### config.mk
export PLATFORM = sky130hd
export DESIGN_NAME = cwin_top
export DESIGN_NICKNAME = d
export VERILOG_FILES = /design/src/rtl/cwin_pkg.sv /design/src/rtl/cwin_decode.sv /design/src/rtl/cwin_regs.sv /design/src/rtl/cwin_seq.sv /design/src/rtl/cwin_top.sv
export SDC_FILE = /design/constraint.sdc
export NUM_CORES = 1
export LEC_CHECK = 0
export ABC_AREA = 1
export ABC_CLOCK_PERIOD_IN_PS = 2600
export BUFFER_PORTS_ARGS = -buffer_cell sky130_fd_sc_hd__buf_2
export CAP_MARGIN = 20
export CELL_PAD_IN_SITES_DETAIL_PLACEMENT = 1
export CELL_PAD_IN_SITES_GLOBAL_PLACEMENT = 1
export CORE_MARGIN = 5
export CORE_UTILIZATION = 41
export DETAILED_ROUTE_END_ITERATION = 6
export GPL_ROUTABILITY_DRIVEN = 0
export GPL_TIMING_DRIVEN = 0
export PLACE_DENSITY_LB_ADDON = 0.1
export SLEW_MARGIN = 10
export SYNTH_ARGS = -nofsm -noshare
export SYNTH_HDL_FRONTEND = slang
export SYNTH_HIERARCHICAL = 1
export SYNTH_SLANG_ARGS = --single-unit
### constraint.sdc
create_clock -name clk -period 2.6 [get_ports clk]
set_input_delay 0.39 -clock clk [delete_from_list [all_inputs] [get_ports clk]]
set_output_delay 0.39 -clock clk [all_outputs]
set_load 0.1 [all_outputs]
### src/rtl/cwin_pkg.sv
package cwin_pkg;
   localparam int REG_AW = 4;
   localparam logic [REG_AW-1:0] A_SELECTOR   = 4'd0;
   localparam logic [REG_AW-1:0] A_SCRUB_TRIG = 4'd1;
   localparam logic [REG_AW-1:0] A_SCRUB_MASK = 4'd2;
   localparam logic [REG_AW-1:0] A_STATUS     = 4'd3;
   localparam int SEL_FULL_BIT     = 63;
   localparam int SEL_CONFLICT_BIT = 62;
   localparam int SEL_BLK_LSB      = 32;

   typedef struct packed {
      logic selector;
      logic scrub;
      logic status;
      logic data;
      logic data0;
   } reg_hit_t;

   typedef enum logic [2:0] {
      SQ_IDLE, SQ_FREQ, SQ_FWAIT, SQ_FDONE, SQ_CREQ, SQ_CWAIT
   } seq_state_e;
endpackage

### src/rtl/cwin_decode.sv
module cwin_decode
   import cwin_pkg::*;
#(
   parameter int NWORDS = 4,
   localparam int CNT_W = $clog2(NWORDS)
) (
   input  logic [REG_AW-1:0] addr,
   output reg_hit_t          hit,
   output logic [CNT_W-1:0]  widx
);
   logic [2:0] low;

   assign low  = addr[2:0];
   assign widx = low[CNT_W-1:0];

   always_comb begin
      hit          = '0;
      hit.selector = (addr == A_SELECTOR);
      hit.scrub    = (addr == A_SCRUB_TRIG) || (addr == A_SCRUB_MASK);
      hit.status   = (addr == A_STATUS);
      hit.data     = addr[3] && ({29'd0, low} < NWORDS);
      hit.data0    = hit.data && (low == 3'd0);
   end
endmodule

### src/rtl/cwin_regs.sv
module cwin_regs
   import cwin_pkg::*;
#(
   parameter int NWORDS = 4,
   parameter int DW     = 64,
   parameter int BLK_W  = 4,
   parameter int IDX_W  = 16,
   localparam int CNT_W = $clog2(NWORDS)
) (
   input  logic                         clk,
   input  logic                         rst_n,
   input  logic                         wr_en,
   input  reg_hit_t                     hit,
   input  logic [CNT_W-1:0]             widx,
   input  logic [DW-1:0]                wdata,
   input  logic                         ld_en,
   input  logic [CNT_W-1:0]             ld_widx,
   input  logic [DW-1:0]                ld_data,
   input  logic                         clr_all,
   input  logic                         err_set,
   output logic [BLK_W-1:0]             sel_blk,
   output logic [IDX_W-1:0]             sel_idx,
   output logic [NWORDS-1:0][DW-1:0]    data_q,
   output logic [DW-1:0]                rdata
);
   localparam logic [DW-1:0] FLAG_MASK =
      (DW'(1) << SEL_FULL_BIT) | (DW'(1) << SEL_CONFLICT_BIT);

   logic [DW-1:0] selector_q;
   logic          err_q;

   always_ff @(posedge clk) begin
      if (!rst_n) begin
         selector_q <= '0;
      end else if (wr_en && hit.selector) begin
         selector_q <= wdata & ~(DW'(1) << SEL_CONFLICT_BIT);
      end
   end

   assign sel_blk = selector_q[SEL_BLK_LSB +: BLK_W];
   assign sel_idx = selector_q[IDX_W-1:0];

   always_ff @(posedge clk) begin
      if (!rst_n) begin
         err_q <= 1'b0;
      end else if (err_set) begin
         err_q <= 1'b1;
      end else if (wr_en && hit.status && wdata[0]) begin
         err_q <= 1'b0;
      end
   end

   for (genvar gi = 0; gi < NWORDS; gi++) begin : g_word
      always_ff @(posedge clk) begin
         if (!rst_n || clr_all) begin
            data_q[gi] <= '0;
         end else if (ld_en && (ld_widx == CNT_W'(gi))) begin
            data_q[gi] <= ld_data;
         end else if (wr_en && hit.data && (widx == CNT_W'(gi))) begin
            data_q[gi] <= wdata;
         end
      end
   end

   always_comb begin
      rdata = '0;
      if (hit.selector)    rdata = selector_q & ~FLAG_MASK;
      else if (hit.status) rdata = {{(DW-1){1'b0}}, err_q};
      else if (hit.data)   rdata = data_q[widx];
   end

   a_r1_conflict_cleared: assert property (@(posedge clk) disable iff (!rst_n)
      $past(wr_en && hit.selector) |-> !selector_q[SEL_CONFLICT_BIT]);
   a_r7_zero_after_error: assert property (@(posedge clk) disable iff (!rst_n)
      $past(clr_all) |-> (data_q == '0));
   a_r7_sticky_set: assert property (@(posedge clk) disable iff (!rst_n)
      $past(err_set) |-> err_q);
endmodule

### src/rtl/cwin_seq.sv
module cwin_seq
   import cwin_pkg::*;
#(
   parameter int NWORDS = 4,
   parameter int DW     = 64,
   parameter int BLK_W  = 4,
   parameter int IDX_W  = 16,
   localparam int CNT_W = $clog2(NWORDS)
) (
   input  logic                         clk,
   input  logic                         rst_n,
   input  logic                         bus_sel,
   input  logic                         bus_wr,
   input  logic                         hit_data0,
   input  logic [BLK_W-1:0]             sel_blk,
   input  logic [IDX_W-1:0]             sel_idx,
   input  logic [NWORDS-1:0][DW-1:0]    data_q,
   output logic                         bus_ready,
   output logic                         mem_req_valid,
   input  logic                         mem_req_ready,
   output logic                         mem_req_write,
   output logic [BLK_W-1:0]             mem_req_blk,
   output logic [IDX_W-1:0]             mem_req_idx,
   output logic [CNT_W-1:0]             mem_req_word,
   output logic [DW-1:0]                mem_req_wdata,
   input  logic                         mem_rsp_valid,
   input  logic                         mem_rsp_err,
   input  logic [DW-1:0]                mem_rsp_data,
   output logic                         ld_en,
   output logic [CNT_W-1:0]             ld_widx,
   output logic [DW-1:0]                ld_data,
   output logic                         clr_all,
   output logic                         err_set
);
   seq_state_e       state_q;
   logic [CNT_W-1:0] cnt_q;
   logic             err_seen_q;
   logic             rd0, wr0, last;

   assign rd0  = bus_sel && !bus_wr && hit_data0;
   assign wr0  = bus_sel &&  bus_wr && hit_data0;
   assign last = (cnt_q == CNT_W'(NWORDS-1));

   always_ff @(posedge clk) begin
      if (!rst_n) begin
         state_q    <= SQ_IDLE;
         cnt_q      <= '0;
         err_seen_q <= 1'b0;
      end else begin
         unique case (state_q)
            SQ_IDLE: begin
               cnt_q <= '0;
               if (rd0) begin
                  state_q    <= SQ_FREQ;
                  err_seen_q <= 1'b0;
               end else if (wr0) begin
                  state_q <= SQ_CREQ;
               end
            end
            SQ_FREQ:  if (mem_req_ready) state_q <= SQ_FWAIT;
            SQ_FWAIT: if (mem_rsp_valid) begin
               if (mem_rsp_err) err_seen_q <= 1'b1;
               if (last) state_q <= SQ_FDONE;
               else begin
                  cnt_q   <= cnt_q + 1'b1;
                  state_q <= SQ_FREQ;
               end
            end
            SQ_FDONE: state_q <= SQ_IDLE;
            SQ_CREQ:  if (mem_req_ready) state_q <= SQ_CWAIT;
            SQ_CWAIT: if (mem_rsp_valid) begin
               if (last) state_q <= SQ_IDLE;
               else begin
                  cnt_q   <= cnt_q + 1'b1;
                  state_q <= SQ_CREQ;
               end
            end
            default: state_q <= SQ_IDLE;
         endcase
      end
   end

   always_comb begin
      unique case (state_q)
         SQ_IDLE:  bus_ready = !rd0;
         SQ_FDONE: bus_ready = rd0;
         default:  bus_ready = 1'b0;
      endcase
   end

   assign mem_req_valid = (state_q == SQ_FREQ) || (state_q == SQ_CREQ);
   assign mem_req_write = (state_q == SQ_CREQ);
   assign mem_req_blk   = sel_blk;
   assign mem_req_idx   = sel_idx;
   assign mem_req_word  = cnt_q;
   assign mem_req_wdata = data_q[cnt_q];

   assign ld_en   = (state_q == SQ_FWAIT) && mem_rsp_valid;
   assign ld_widx = cnt_q;
   assign ld_data = (err_seen_q || mem_rsp_err) ? '0 : mem_rsp_data;
   assign clr_all = ld_en && mem_rsp_err && !err_seen_q;
   assign err_set = mem_rsp_valid && mem_rsp_err &&
                    ((state_q == SQ_FWAIT) || (state_q == SQ_CWAIT));

   a_r10_one_outstanding: assert property (@(posedge clk) disable iff (!rst_n)
      (mem_req_valid && mem_req_ready) |=> !mem_req_valid);
   a_r11_request_held: assert property (@(posedge clk) disable iff (!rst_n)
      (mem_req_valid && !mem_req_ready) |=> (mem_req_valid && $stable(mem_req_word)));
   a_r3_fetch_stalls_bus: assert property (@(posedge clk) disable iff (!rst_n)
      (mem_req_valid && !mem_req_write) |-> !bus_ready);
   a_r8_commit_stalls_bus: assert property (@(posedge clk) disable iff (!rst_n)
      (mem_req_valid && mem_req_write) |-> !bus_ready);
endmodule

### src/rtl/cwin_top.sv
module cwin_top
   import cwin_pkg::*;
#(
   parameter int NWORDS = 4,
   parameter int DW     = 64,
   parameter int BLK_W  = 4,
   parameter int IDX_W  = 16,
   localparam int CNT_W = $clog2(NWORDS)
) (
   input  logic              clk,
   input  logic              rst_n,
   input  logic              bus_sel,
   input  logic              bus_wr,
   input  logic [REG_AW-1:0] bus_addr,
   input  logic [DW-1:0]     bus_wdata,
   output logic              bus_ready,
   output logic [DW-1:0]     bus_rdata,
   output logic              mem_req_valid,
   input  logic              mem_req_ready,
   output logic              mem_req_write,
   output logic [BLK_W-1:0]  mem_req_blk,
   output logic [IDX_W-1:0]  mem_req_idx,
   output logic [CNT_W-1:0]  mem_req_word,
   output logic [DW-1:0]     mem_req_wdata,
   input  logic              mem_rsp_valid,
   input  logic              mem_rsp_err,
   input  logic [DW-1:0]     mem_rsp_data
);
   if (!(NWORDS == 2 || NWORDS == 4 || NWORDS == 8)) begin : g_bad_words
      $error("cwin_top: NWORDS must be 2, 4 or 8");
   end
   if (DW != 64) begin : g_bad_dw
      $error("cwin_top: DW must be 64, flag bits sit at 62 and 63");
   end
   if (IDX_W > SEL_BLK_LSB || BLK_W < 1 || BLK_W > SEL_CONFLICT_BIT - SEL_BLK_LSB) begin : g_bad_fields
      $error("cwin_top: selector fields overlap");
   end

   reg_hit_t                    hit;
   logic [CNT_W-1:0]            widx;
   logic [BLK_W-1:0]            sel_blk;
   logic [IDX_W-1:0]            sel_idx;
   logic [NWORDS-1:0][DW-1:0]   data_q;
   logic                        ld_en, clr_all, err_set;
   logic [CNT_W-1:0]            ld_widx;
   logic [DW-1:0]               ld_data;
   logic                        wr_en;

   assign wr_en = bus_sel && bus_wr && bus_ready;

   cwin_decode #(.NWORDS(NWORDS)) u_dec (
      .addr (bus_addr),
      .hit  (hit),
      .widx (widx)
   );

   cwin_regs #(.NWORDS(NWORDS), .DW(DW), .BLK_W(BLK_W), .IDX_W(IDX_W)) u_regs (
      .clk     (clk),
      .rst_n   (rst_n),
      .wr_en   (wr_en),
      .hit     (hit),
      .widx    (widx),
      .wdata   (bus_wdata),
      .ld_en   (ld_en),
      .ld_widx (ld_widx),
      .ld_data (ld_data),
      .clr_all (clr_all),
      .err_set (err_set),
      .sel_blk (sel_blk),
      .sel_idx (sel_idx),
      .data_q  (data_q),
      .rdata   (bus_rdata)
   );

   cwin_seq #(.NWORDS(NWORDS), .DW(DW), .BLK_W(BLK_W), .IDX_W(IDX_W)) u_seq (
      .clk           (clk),
      .rst_n         (rst_n),
      .bus_sel       (bus_sel),
      .bus_wr        (bus_wr),
      .hit_data0     (hit.data0),
      .sel_blk       (sel_blk),
      .sel_idx       (sel_idx),
      .data_q        (data_q),
      .bus_ready     (bus_ready),
      .mem_req_valid (mem_req_valid),
      .mem_req_ready (mem_req_ready),
      .mem_req_write (mem_req_write),
      .mem_req_blk   (mem_req_blk),
      .mem_req_idx   (mem_req_idx),
      .mem_req_word  (mem_req_word),
      .mem_req_wdata (mem_req_wdata),
      .mem_rsp_valid (mem_rsp_valid),
      .mem_rsp_err   (mem_rsp_err),
      .mem_rsp_data  (mem_rsp_data),
      .ld_en         (ld_en),
      .ld_widx       (ld_widx),
      .ld_data       (ld_data),
      .clr_all       (clr_all),
      .err_set       (err_set)
   );

   a_r9_scrub_no_traffic: assert property (@(posedge clk) disable iff (!rst_n)
      (bus_sel && bus_wr && hit.scrub && bus_ready) |=> !mem_req_valid);
endmodule

==> flow_summary.toml, run 1 <==
[status]
outcome = "complete, but fails checks"
violations = "negative setup slack"

[floorplanning]
start_util_pct = 41.2
die_w_um = 242
fp.dieH_um = 242
io_pins = 292
core_area_um2 = 53700
rows = 85
die_area_um2 = 58800

[worst_hold_path]
hold_path.class = "input port to flip-flop"

[sta]
setup_slack_ns = -0.0220
rsz0062_at_grt = "yes"
drv_slew = 0
hold_viol = 0
fmax_mhz = 381
fin_worst_skew_ns = 0.0135
worstMarginPinSlew_ns = 0.899
fin_tns_setup_ns = -0.0677
max-slew-margin-rel_pct = 40.1
fin_crit_sh_pct = 101
period_needed_ns = 2.62
final-setup-viol-count = 7

[critical_path]
crit_top_cell = "buf_12"
rr_endpoint = "u_regs/data_q[59]"
critPathSlowestCell = "dfxtp_4"
path_delay_family = "buffers and inverters"
cp.arrival_ns = 2.23
path_class = "flip-flop to output port"
cpPeakStageDelay_ns = 0.40
crit_chain = "buf_12, buf_2, nor2_1, o22ai_2, buf_12"
cp.required_ns = 2.21
r2r-start = "u_seq/state_q[1]"
end_kind = "output port"
crit_buf_inv = 3
reg2regPathDepth = 12
path_max_fanout = 10
cp-start-kind = "flip-flop"
cp.depth = 5
crit_start = "u_seq/ld_widx[0]"
reg2reg_slack_ns = 0.07
crit_path_end = "mem_req_wdata[63]"

[global_routing]
grt_pass1_vias = 28700
grt_max_degree = 12
overflow = 0
grt_util_all_layers_pct = 36.7
antenna_found_initial = 3
grt_pass1_wl_mm = 170

[cts]
clk_latency_ns = 0.59
ctsHoldBuffers = 0
cts.sinks = 325
cts_buffers = 42
cts.reportedPaths.clkPinSlew_ns = 0.06
ctsRootBufferMaster = "clkbuf_16"
clockBufferDepth = 3
htree_levels = 2
cts_tree = "built"

[power_and_ir_drop]
power_density_nw_per_um2 = 862
total_power_uw = 23800
ir_drop_mv = 0.868
p_leak_uw = 0.0121

[yosys]
syn-num-nets = 3643
yosysWarnings = 6
syn_avg_cell_area_um2 = 6.32
syn_area_um2 = 22100
synth_cells = 3503

[cells_and_area]
fin_nets = 3987
fillers = 7133
finalInstanceArea_um2 = 27600
area_growth_pct = 24.8
final_cell_mix = "1107 x nand2_1, 393 x nand3_1, 345 x buf_2, 323 x dfxtp_1, 260 x nand4_1"
drive_gt1_share_pct = 26.8
mostFrequentLayoutCell = "nand2_1"

[drt]
highest_layer = "met4"
viasPerCell = 6.07
vias = 27800
wirelength_met1_mm = 44.6
drtPass1Iterations = 6
met3_length_mm = 10.5
wire_per_inst_um = 25.2
wl_mm = 115
drc = 0
drt_iter0_markers = 2403
drtAntennaViolNets = 0
wl_met2_mm = 52.9

[placed_design]
dp_hpwl_mm = 82.5
port_buffers = 291
dpl_cell_area_um2 = 24900

[job]
drv_cap = 0
## tightest hold or removal path: cells and delay by family
| family | cells | cell delay [ns] |
|---|---|---|
| AND/OR/NAND/NOR | 2 | 0.10 |
| buffers and inverters | 1 | 0.14 |
## worst min path at each step
stage	from	cells past startpoint	slack (ns)	end
floorplan	u_seq/err_seen_q	2	0.45	u_seq/err_seen_q
global placement	u_regs/err_q	2	0.47	u_regs/err_q
detailed placement	u_regs/data_q[36]	2	0.49	u_regs/data_q[36]
CTS	rst_n	3	0.08	u_seq/ld_widx[1]
global route	rst_n	3	0.11	u_seq/state_q[0]
finish	rst_n	3	0.1	u_seq/state_q[2]
## per-stage QoR
stage	instances	util, %	hold slack [ns]	worst slack (ns)
floorplan	3503	-	0.455	0.100
global route	4577	51.4	0.107	-0.0945
finish	4577	51.4	0.0986	-0.0220
detailed placement	4490	46.3	0.494	-1.26
CTS	4573	50.8	0.0795	-0.000366
global placement	4490	46.3	0.471	-1.72
## routing by layer
layer / up-vias / GRT usage, %
met3: 444 / 8.14
met2: 1547 / 60.0
li1: 12300 / -
met4: 0 / 20.3
met5: - / 0
met1: 13500 / 44.8
## state kept, by name (all words and copies together), names as in the netlist
register,count
u_seq/err_seen_q,1
u_seq/ld_widx,2
u_regs/selector_q,62
u_regs/data_q,256
u_seq/state_q,3
u_regs/err_q,1
## where the power goes
part	leakage (uW)	internal, uW	switching, uW
Sequential	0.00262	5110	127
Clock	0.000697	3670	2460
Combinational	0.00879	3130	9300
## what timing repair did
action                                  CTS  global route
pin swaps                                 8             4
hold endpoints to repair                  0             0
resized for setup                       312           122
buffers inserted                          5             1
endpoints found under the setup margin  284           418
cloned                                    2             2
## layout make-up
cell class	instances	area, um2	share of cell area [%]
multi-input cells	2588	13100	47.3
flip-flops and latches	325	6510	23.6
inverters	216	827	2.99
diodes	2	5.00	0.0181
well taps	696	871	3.15
repair buffers	301	2430	8.78
clock buffers	67	1290	4.66
clock inverters	9	124	0.448
plain buffers	373	2500	9.07
(Power assumes the default switching activity.)
==> run 2, diff against run 1 <==
Settings changed: CELL_PAD_IN_SITES_DETAIL_PLACEMENT 1 to unset, CELL_PAD_IN_SITES_GLOBAL_PLACEMENT 1 to unset, CORE_UTILIZATION 41 to 42, PLACE_DENSITY_LB_ADDON 0.1 to unset, SLEW_MARGIN 10 to 30.
==> flow_summary.toml, run 2 (synthesis results as in run 1) <==
[status]
outcome = "finished clean"

[cells_and_area]
stdcell_count = 4561
final_util_pct = 52.1
largest_register_ffs = 256
drive_gt1_share_pct = 26.5
regMostFlops = "u_regs/data_q"
area_growth_pct = 23.5
fin_nets = 3984
mostFrequentLayoutCell = "nand2_1"
fillers = 5444
final_cell_mix = "1111 x nand2_1, 393 x nand3_1, 356 x buf_2, 323 x dfxtp_1, 260 x nand4_1"
top_regs = "u_regs/data_q x256, u_regs/selector_q x62, u_seq/state_q x3"

[critical_path]
cpPeakStageDelay_ns = 0.43
cp-start-kind = "flip-flop"
crit_buf_inv = 3
path_max_fanout = 10
critPathSlowestCell = "dfxtp_2"
crit_chain = "buf_8, clkbuf_2, o21ai_0, o22ai_2, buf_12"
path_delay_family = "buffers and inverters"
cp.required_ns = 2.21
path_class = "flip-flop to output port"
end_kind = "output port"
cp.arrival_ns = 2.20

[global_routing]
grt_max_degree = 12
grt_pass1_vias = 23600
grt_util_all_layers_pct = 33.1
grt_pass1_wl_mm = 147
antenna_found_initial = 3
overflow = 0

[sta]
final-setup-viol-count = 0
worstMarginPinSlew_ns = 0.794
fin_tns_setup_ns = 0
fin_crit_sh_pct = 99.6
fmax_mhz = 386
max-slew-margin-rel_pct = 47.1
drv_slew = 0
fin_worst_skew_ns = 0.0206
period_needed_ns = 2.59
setup_slack_ns = 0.0109
rsz0062_at_grt = "no"
hold_viol = 0

[cts]
cts.reportedPaths.clkPinSlew_ns = 0.06
clockBufferDepth = 3
ctsRootBufferMaster = "clkbuf_16"
ctsHoldBuffers = 0
cts.sinks = 325
cts_tree = "built"
htree_levels = 2
clk_latency_ns = 0.58
cts_buffers = 41

[floorplanning]
rows = 84
start_util_pct = 42.2
die_area_um2 = 57400
die_w_um = 240
core_area_um2 = 52400
fp.dieH_um = 240
io_pins = 292

[drt]
viasPerCell = 5.72
drtAntennaViolNets = 0
drt_iter0_markers = 2995
vias = 26100
drc = 0
wire_per_inst_um = 22.0
drtPass1Iterations = 6
wl_mm = 100

[power_and_ir_drop]
power_density_nw_per_um2 = 849
p_leak_uw = 0.0120
total_power_uw = 23200
ir_drop_mv = 0.693

[placed_design]
place_inst = 4483
port_buffers = 291
dp_slack_ns = -0.986
dp_hpwl_mm = 72.6

[worst_hold_path]
hold_path.class = "input port to flip-flop"

[job]
drv_cap = 0
run 2: cell count changes in the layout (fill, tap and decap cells not counted), sizes merged:
cell / delta
buf: -1
bufbuf: +1
bufinv: -2
clkbuf: -6
clkinv: -3
diode: +1
inv: +2
run 2: power by group:
part | total [uW] | internal [uW] | switching (uW)
Combinational | 12100 | 3100 | 9000
Sequential | 5230 | 5110 | 117
Clock | 5880 | 3470 | 2410
Total | 23200 | 11700 | 11500
run 2: final cells by class:
cell class                      instances  area, um2  share of cell area, %
Inverter                              216        822                   3.01
Buffer                                372       2430                   8.88
Antenna cell                            3       7.51                 0.0275
Tap cell                              688        861                   3.15
Sequential cell                       325       6510                   23.8
Multi-Input combinational cell       2588      13100                   47.7
Timing Repair Buffer                  300       2320                   8.47
Clock buffer                           63       1280                   4.69
Clock inverter                          6       62.6                  0.229
run 2: per-layer routing:
metal	up-vias	wire length [um]	track usage (%)
met5	-	0	0
met4	0	4950	13.7
met3	261	9770	6.07
met2	1451	44100	52.4
met1	12100	41400	44.4
li1	12300	-	-
run 2: path summary, 6_finish.rpt:
| check | start | end | slack, ns | depth (start not counted) |
|---|---|---|---|---|
| max | u_seq/ld_widx[1] | mem_req_wdata[41] | 0.01 | 5 |
| min | mem_rsp_err | u_seq/err_seen_q | 0.09 | 3 |
| max reg2reg | u_seq/state_q[0] | u_regs/selector_q[30] | 0.11 | 13 |
| min reg2reg | u_seq/err_seen_q | u_seq/err_seen_q | 0.49 | 2 |
run 2: worst min-delay path, cell delays in order:
cell and delay, ns:
buf_2 0.11, nand2_1 0.07, a21oi_1 0.06
run 2: stage by stage:
stage          instance area, um2  hold slack [ns]
4_1_cts                     27200           0.0783
5_1_grt                     27300           0.0897
3_5_place_dp                24900            0.486
2_1_floorplan               22600            0.455
6_report                    27300           0.0934
3_3_place_gp                24900            0.477
run 2: timing repair:
item	CTS	global route
resized for setup	284	69
setup endpoints to repair	200	143
pin swaps	6	4
cloned	1	1
setup buffers	5	1
==> run 3, diff against run 2 <==
Settings changed: ABC_AREA 1 to 0, HOLD_SLACK_MARGIN set to 0.1.
==> flow_summary.toml, run 3 <==
[critical_path]
crit_chain = "buf_2, nor2b_4, buf_2, nor3b_1, clkbuf_8, buf_4, a22o_1, buf_6"
critPathSlowestCell = "clkbuf_8"
cp.arrival_ns = 2.23
path_class = "input port to output port"
reg2reg_slack_ns = 0.07
path_delay_family = "buffers and inverters"
r2r-start = "u_seq/state_q[0]"
crit_buf_inv = 5
reg2regPathDepth = 9
cp-start-kind = "input port"
rr_endpoint = "u_regs/data_q[71]"
cp.required_ns = 2.21
path_max_fanout = 10
cpPeakStageDelay_ns = 0.28
end_kind = "output port"
crit_top_cell = "buf_2"

[drt]
vias = 18900
drc = 0
drtPass1Iterations = 6
wl_mm = 75.4
viasPerCell = 6.22
drtAntennaViolNets = 0
drt_iter0_markers = 2346
wire_per_inst_um = 24.8

[sta]
final-setup-viol-count = 3
fin_tns_setup_ns = -0.0288
fin_crit_sh_pct = 101
hold_viol = 0
rsz0062_at_grt = "yes"
period_needed_ns = 2.62
setup_slack_ns = -0.0158
max-slew-margin-rel_pct = 50.3
worstMarginPinSlew_ns = 0.746
drv_slew = 0
fmax_mhz = 382
fin_worst_skew_ns = 0.0121

[placed_design]
dp_slack_ns = -0.853
port_buffers = 291
dp_hpwl_mm = 51.7

[cts]
cts_buffers = 39
htree_levels = 2
ctsRootBufferMaster = "clkbuf_16"
clk_latency_ns = 0.56
ctsHoldBuffers = 0
cts.sinks = 325
cts_tree = "built"
clockBufferDepth = 3
cts.reportedPaths.clkPinSlew_ns = 0.06

[power_and_ir_drop]
power_density_nw_per_um2 = 508
p_leak_uw = 0.00807
total_power_uw = 11400
ir_drop_mv = 0.453

[yosys]
syn_avg_cell_area_um2 = 8.45
synth_cells = 2136
syn_area_um2 = 18000
syn-num-nets = 2276
yosysWarnings = 6

[cells_and_area]
largest_register_ffs = 256
top_regs = "u_regs/data_q x256, u_regs/selector_q x62, u_seq/state_q x3"
regMostFlops = "u_regs/data_q"
mostFrequentLayoutCell = "nand2_1"
final_cell_mix = "644 x nand2_1, 322 x dfxtp_1, 258 x a31oi_1, 256 x o21ai_0, 196 x buf_2"
area_growth_pct = 23.9
fin_nets = 2611
drive_gt1_share_pct = 27.2
fillers = 4023

[floorplanning]
fp.dieH_um = 217
rows = 76
die_w_um = 217
core_area_um2 = 42800
start_util_pct = 42.2
io_pins = 292
die_area_um2 = 47200

[global_routing]
grt_pass1_vias = 18500
grt_max_degree = 12
grt_pass1_wl_mm = 112
overflow = 0
antenna_found_initial = 1
grt_util_all_layers_pct = 30.6

[status]
violations = "negative setup slack"
outcome = "complete, but fails checks"

[worst_hold_path]
hp-start = "bus_wdata[62]"
hold_depth = 3
hold-path-endpoint = "u_regs/data_q[62]"
hold_path.class = "input port to flip-flop"

[job]
drv_cap = 0
run 3: final cells by class:
cell class | count | area, um2 | share of cell area, %
Multi-Input combinational cell | 1547 | 10200 | 45.6
Sequential cell | 325 | 6510 | 29.1
Timing Repair Buffer | 296 | 1990 | 8.90
Buffer | 259 | 1780 | 7.97
Clock buffer | 63 | 1170 | 5.23
Tap cell | 546 | 683 | 3.06
Clock inverter | 3 | 18.8 | 0.0839
Inverter | 3 | 11.3 | 0.0504
Antenna cell | 1 | 2.50 | 0.0112
run 3: metrics by stage:
stage	area, um2	hold WS [ns]	util [%]	instances
after global routing	22400	0.126	52.3	3043
final	22400	0.126	52.3	3043
after detailed placement	20500	0.457	47.8	2973
after CTS	22100	0.108	51.7	3040
after global placement	20400	0.450	47.8	2973
after floorplan	18300	0.444	-	2136
run 3: where the power goes:
group	total [uW]	switching, uW	internal, uW	leakage, uW
combinational	1070	711	358	0.00487
sequential	5040	27.0	5020	0.00262
clock	5260	2200	3060	0.000579
total	11400	2940	8430	0.00807
run 3: routing by layer:
layer | track usage, % | vias to the layer above | wire [um]
met3 | 6.32 | 229 | 7970
met5 | 0 | - | 0
li1 | - | 8347 | -
met2 | 50.2 | 1217 | 35200
met1 | 39.7 | 9131 | 29100
met4 | 12.8 | 0 | 3150
run 3: worst reg2reg max path, stage by stage, from the launching register on:
cell and delay, ns:
dfxtp_2 0.43, nor2_1 0.11, and3_1 0.26, nand2_1 0.11
nor2_1 0.10, and2b_1 0.25, buf_2 0.36, clkbuf_1 0.46
o21ai_0 0.17, a31oi_1 0.19
run 3: worst max path at each step:
stage | startpoint | slack (ns) | to | depth (start not counted)
floorplan | bus_addr[3] | -0.22 | u_regs/data_q[51] | 12
global placement | bus_addr[1] | -0.88 | bus_rdata[61] | 6
detailed placement | bus_addr[1] | -0.85 | bus_rdata[61] | 6
CTS | u_seq/ld_widx[0] | 0.001 | mem_req_wdata[44] | 5
global route | bus_addr[3] | -0.03 | bus_rdata[21] | 8
finish | bus_addr[3] | -0.02 | bus_rdata[61] | 8
run 3: what timing repair did:
item / CTS / global route
endpoints found under the hold margin: 0 / 0
buffers inserted: 2 / 2
resized for setup: 184 / 85
endpoints found under the setup margin: 424 / 267
gates cloned: 1 / 0
